File: src/rtl/bpc_pkg.sv
package bpc_pkg;

    typedef enum logic [1:0] {
        ST_READY = 2'd0,
        ST_FIRE  = 2'd1,
        ST_GUARD = 2'd2
    } bpc_state_e;

    // Version in the upper four bits, revision below: comparing the whole
    // word against {min_version, 2'b00} is a version-only comparison.
    function automatic logic burst_capable(input logic [5:0] id,
                                           input logic [3:0] min_version);
        return id >= {min_version, 2'b00};
    endfunction

endpackage

File: src/rtl/bpc_edge_sync.sv
module bpc_edge_sync #(
    parameter int unsigned STAGES = 2
) (
    input  logic clk,
    input  logic rst_n,
    input  logic din,
    output logic rise
);
    // sh[0 .. STAGES-1] synchronize, sh[STAGES] holds the previous level
    logic [STAGES:0] sh;

    always_ff @(posedge clk) begin
        if (!rst_n) begin
            sh <= '0;
        end else begin
            sh <= {sh[STAGES-1:0], din};
        end
    end

    assign rise = sh[STAGES-1] & ~sh[STAGES];
endmodule

File: src/rtl/bpc_credit.sv
module bpc_credit #(
    parameter int unsigned COST = 24097,
    parameter int unsigned CEIL = 963880
) (
    input  logic clk,
    input  logic rst_n,
    input  logic enable,
    input  logic charge,
    output logic room
);
    localparam int unsigned CW = $clog2(CEIL + COST + 1);

    logic [CW-1:0] credit;
    logic [CW-1:0] drained;

    always_comb begin
        drained = (credit != '0) ? credit - CW'(1) : '0;
    end

    always_ff @(posedge clk) begin
        if (!rst_n) begin
            credit <= '0;
        end else if (enable && charge) begin
            credit <= drained + CW'(COST);
        end else begin
            credit <= drained;
        end
    end

    assign room = credit < CW'(CEIL);
endmodule

File: src/rtl/bpc_miss_count.sv
module bpc_miss_count #(
    parameter int unsigned CNT_W = 8
) (
    input  logic             clk,
    input  logic             rst_n,
    input  logic             drop,
    output logic             strobe,
    output logic [CNT_W-1:0] count
);
    always_ff @(posedge clk) begin
        if (!rst_n) begin
            strobe <= 1'b0;
            count  <= '0;
        end else begin
            strobe <= drop;
            if (drop && (count != '1)) begin
                count <= count + CNT_W'(1);
            end
        end
    end
endmodule

File: src/rtl/burst_pulse_ctrl.sv
module burst_pulse_ctrl
    import bpc_pkg::*;
#(
    parameter int unsigned LONG_W       = 120,
    parameter int unsigned SHORT_W      = 25,
    parameter int unsigned MIN_GAP      = 24097,
    parameter int unsigned BURST_COST   = 24097,
    parameter int unsigned BURST_PULSES = 40,
    parameter int unsigned MIN_VERSION  = 4,
    parameter int unsigned CNT_W        = 8
) (
    input  logic             clk,
    input  logic             rst_n,
    input  logic             trig_in,
    input  logic             width_sel,
    input  logic [5:0]       board_id,
    output logic             pulse_out,
    output logic             missed_strobe,
    output logic [CNT_W-1:0] missed_count
);
    localparam int unsigned    TW      = $clog2(MIN_GAP + 1);
    localparam int unsigned    CEIL    = BURST_PULSES * BURST_COST;
    localparam logic [3:0]     MIN_VER = 4'(MIN_VERSION);
    localparam logic [TW-1:0]  GAP_END = TW'(MIN_GAP - 1);

    bpc_state_e    state, nxt;
    logic          mode_short;
    logic          rise, room, accept, drop;
    logic [TW-1:0] since, len_end;

    // mode capture, only while reset is held
    always_ff @(posedge clk) begin
        if (!rst_n) begin
            mode_short <= width_sel && burst_capable(board_id, MIN_VER);
        end
    end

    bpc_edge_sync #(.STAGES(2)) u_sync (
        .clk  (clk),
        .rst_n(rst_n),
        .din  (trig_in),
        .rise (rise)
    );

    bpc_credit #(.COST(BURST_COST), .CEIL(CEIL)) u_credit (
        .clk   (clk),
        .rst_n (rst_n),
        .enable(mode_short),
        .charge(accept),
        .room  (room)
    );

    bpc_miss_count #(.CNT_W(CNT_W)) u_miss (
        .clk   (clk),
        .rst_n (rst_n),
        .drop  (drop),
        .strobe(missed_strobe),
        .count (missed_count)
    );

    assign len_end = mode_short ? TW'(SHORT_W - 1) : TW'(LONG_W - 1);

    // next state and acceptance decision
    always_comb begin
        nxt    = state;
        accept = 1'b0;
        unique case (state)
            ST_READY: begin
                if (rise && (!mode_short || room)) begin
                    accept = 1'b1;
                    nxt    = ST_FIRE;
                end
            end
            ST_FIRE: begin
                if (since == len_end) begin
                    nxt = mode_short ? ST_READY : ST_GUARD;
                end
            end
            ST_GUARD: begin
                if (since == GAP_END) begin
                    if (rise) begin
                        accept = 1'b1;
                        nxt    = ST_FIRE;
                    end else begin
                        nxt = ST_READY;
                    end
                end
            end
            default: nxt = ST_READY;
        endcase
    end

    assign drop = rise && !accept;

    // state register
    always_ff @(posedge clk) begin
        if (!rst_n) begin
            state <= ST_READY;
        end else begin
            state <= nxt;
        end
    end

    // outputs and elapsed-time counter
    always_ff @(posedge clk) begin
        if (!rst_n) begin
            pulse_out <= 1'b0;
            since     <= '0;
        end else begin
            pulse_out <= (nxt == ST_FIRE);
            if (accept) begin
                since <= '0;
            end else if (state != ST_READY) begin
                since <= since + TW'(1);
            end
        end
    end
endmodule

File: config.mk
export PLATFORM = sky130hd
export DESIGN_NAME = burst_pulse_ctrl
export DESIGN_NICKNAME = d
export VERILOG_FILES = /design/src/rtl/bpc_pkg.sv /design/src/rtl/bpc_edge_sync.sv /design/src/rtl/bpc_credit.sv /design/src/rtl/bpc_miss_count.sv /design/src/rtl/burst_pulse_ctrl.sv
export SDC_FILE = /design/constraint.sdc
export NUM_CORES = 1
export LEC_CHECK = 0
export CAP_MARGIN = 20
export CORE_AREA = 4 4 90 92
export CTS_BUF_LIST = sky130_fd_sc_hd__clkbuf_4
export CTS_CLUSTER_SIZE = 28
export DETAILED_ROUTE_END_ITERATION = 8
export DIE_AREA = 0 0 94 96
export PLACE_DENSITY_LB_ADDON = 0.1
export SLEW_MARGIN = 10
export SYNTH_ARGS = -nofsm -noshare
export SYNTH_HDL_FRONTEND = slang
export SYNTH_HIERARCHICAL = 1
export SYNTH_SLANG_ARGS = --single-unit
File: constraint.sdc
create_clock -name clk -period 4.01 [get_ports clk]
set_clock_uncertainty 0.1 [all_clocks]
set_input_delay 0.802 -clock clk [delete_from_list [all_inputs] [get_ports clk]]
set_output_delay 0.802 -clock clk [all_outputs]
set_load 0.05 [all_outputs]
==> summary.txt <==
Synthesis
  • Yosys Warn Count: 6
  • Top cells by area, synth: dfxtp_1, xnor2_1, nor2_1
  • Net Count, Synth: 417
  • Synth top area share: 0.308
  • Post-synth cell types: 65
  • Post-synthesis cell count: 401
  • Yosys reg bits: 51
  • Predominant post-synthesis flop cell: dfxtp_1
  • Largest area contributor in the netlist: dfxtp_1
  • Seq/Total Area, Yosys: 0.317
  • Mapped cell area: 3250 um2
  • Synth async-reset ratio: 0
  • Mean Syn Cell Area: 8.10 um2
  • Number of flops mapped to enable cells by yosys: 1

Flow run
  • Max-cap viol count: 0

Placed design
  • Worst Setup Slack post-DPL: 532 ps
  • RePlAce Congestion: 0.850
  • I/O Buffers: 15
  • Placed cell areas: 3440 um2
  • DP Cell Count: 497
  • Dpl hpwl: 5.15 mm

Clock network
  • Root Buffer: clkbuf_4
  • Setup Fix Bufs, Post-CTS: 0
  • Number of hold buffers added after cts: 0
  • Post_cts resized: 0
  • Clk sinks: 51
  • Max H-tree Level: 2
  • Worst-path clk slew: 150 ps
  • CTS tree: yes
  • Num CTS Buffers: 5
  • Clock Path Buffers: 2
  • Worst-Skew Late Latency: 360 ps

Floorplan
  • Die width: 94 um
  • Core region area: 7210 um2
  • Die Area: 9020 um2
  • Starting Density: 0.450
  • Cell Rows: 31
  • Num ports: 20
  • Die Height: 96 um

Finish
  • Share of cells above drive strength 1: 0.0813
  • Final design utilization: 0.491
  • Most frequent cells in the layout: dfxtp_1, nor2_1, xnor2_1
  • Most common cell after layout, fill and taps aside: dfxtp_1
  • Nets@finish: 421
  • Fillers: 734
  • Ant diodes: 0
  • Final Cell Area: 3540 um2
  • Final Non-Filler Cells: 505
  • Area Overhead vs Synth: 9.05%

Outcome
  • Outcome: complete, no violations

Routing
  • DRT iter0 DRCs: 97
  • Remaining DRCs: 0
  • Wirelength per Cell: 14.1 um
  • Antenna-violating nets left: 0
  • DRT Wirelength: 7.13 mm
  • Pre-antenna DRT Iters: 4
  • Vias per cell: 5.58
  • Via Count: 2818

Critical path
  • Worst R2R End: u_credit/credit[19]$_SDFF_PN0_
  • Reg2Reg Setup Slack: 470 ps
  • Crit path depth: 7
  • Crit-path leading delay family: simple AND/OR/NAND/NOR gates
  • Type of origin of the critical path: register
  • Crit path kind: register to register
  • Reg2Reg Depth: 7
  • Worst path arrival time: 3720 ps
  • Buf/Inv on CP: 0
  • Crit path to: u_credit/credit[19]$_SDFF_PN0_
  • CP required: 4200 ps
  • CP max stage delay: 710 ps
  • Crit path capture type: register
  • Worst reg2reg startpoint: u_credit/credit[3]$_SDFF_PN0_
  • Crit Path Max Fanout: 10
  • Critical path launch point: u_credit/credit[3]$_SDFF_PN0_
  • Most common cell on crit path: or4_1
  • CP Cell Sequence: or4_1 > or3_1 > or4_4 > a2111oi_4 > nand4bb_2 > or4_1 > a21oi_1
  • Worst path slowest cell: or4_1

Power and ir drop
  • Maximum vdd drop: 0.000264 V
  • Final Total Pwr: 2.11 mW
  • PwrDens: 597 nW/um2
  • Leakage: 1.18 nW

Timing
  • Setup ws final: 474 ps
  • F_max: 0.283 GHz
  • Slew Limit Fails: 0
  • Hold WS: 337 ps
  • Final hold vios: 0
  • Fin Setup TNS: 0 ps
  • Final period util: 0.882
  • Min Tclk post-route: 3540 ps
  • Slew @ Worst Pin: 645 ps
  • RSZ-0062 raised after global routing: no
  • # setup viols final: 0
  • Normalized max-slew margin: 0.566

GRT
  • Antenna violations before repair: 0
  • Vias in the first global route: 2643
  • First-pass GRT wire length: 12.5 mm
  • GR Overflow Total: 0
  • Largest net degree at the start of global routing: 25
  • GR Util All Layers: 0.170

Min path
  • Worst Hold Class: register to register
[routing by layer]
metal	GRT usage	up-vias	part of all wire
li1	-	1457	-
met1	0.245	1315	0.51
met2	0.268	42	0.44
met3	0.0266	4	0.043
met4	0.0361	0	0.0074
met5	0	-	0
[flip-flops by register name (all words and copies together), names as in the netlist]
register,flops
u_miss/strobe,1
state,2
u_credit/credit,20
u_sync/sh,3
since,15
pulse_out,1
mode_short,1
u_miss/count,8
[cell families (layout without fill, tap and decap cells)]
family	after synthesis	count (layout)	synth area share
and+or+nand+nor	176	176	0.300
AOI/OAI and AO/OA	89	89	0.195
DFF	51	51	0.317
buffers and inverters	39	44	0.0551
xor gates and xnor gates	35	35	0.0943
adders and majority gates	6	6	0.0231
muxes	5	5	0.0154
[cell type report]
cell class | instances | area [um2] | share of cell area
tap | 99 | 124 | 0.0350
sequential | 51 | 1030 | 0.291
clock buffer | 6 | 45.0 | 0.0127
inverter | 17 | 63.8 | 0.0180
clock inverter | 2 | 60.1 | 0.0169
timing repair buffer | 19 | 180 | 0.0508
multi-input combinational | 311 | 2040 | 0.576
[report_power, final]
group / leakage, nW / internal (mW) / switching (mW)
clock network: 0.0559 / 0.202 / 0.160
logic: 0.704 / 0.443 / 0.640
registers: 0.416 / 0.570 / 0.100
[Yosys cell counts, types with 4 or more instances]
| cell | instances |
|---|---|
| clkbuf_1 | 13 |
| nand3_1 | 6 |
| nand2_1 | 25 |
| or3_1 | 7 |
| a211oi_1 | 5 |
| nor4b_1 | 4 |
| xnor2_1 | 32 |
| nand4_1 | 8 |
| nor2_1 | 49 |
| mux2i_1 | 5 |
| nand2b_1 | 4 |
| o21ai_0 | 13 |
| o31ai_1 | 5 |
| or4_1 | 7 |
| buf_2 | 4 |
| o21a_1 | 8 |
| nor3_1 | 19 |
| a31oi_1 | 4 |
| inv_1 | 17 |
| and2_1 | 5 |
| a21oi_1 | 25 |
| nor4_1 | 16 |
| ha_1 | 6 |
| dfxtp_1 | 50 |
[worst min-delay path by stage]
stage                                  from                      end  slack (ps)  cells after the start
finish              u_sync/sh[0]$_SDFF_PN0_  u_sync/sh[1]$_SDFF_PN0_         340                      1
global route        u_sync/sh[0]$_SDFF_PN0_  u_sync/sh[1]$_SDFF_PN0_         350                      1
CTS                 u_sync/sh[0]$_SDFF_PN0_  u_sync/sh[1]$_SDFF_PN0_         350                      1
detailed placement  u_sync/sh[0]$_SDFF_PN0_  u_sync/sh[1]$_SDFF_PN0_         330                      1
global placement    u_sync/sh[0]$_SDFF_PN0_  u_sync/sh[1]$_SDFF_PN0_         330                      1
floorplan           u_sync/sh[0]$_SDFF_PN0_  u_sync/sh[1]$_SDFF_PN0_         310                      1
Power figures use the tool's default switching activity.
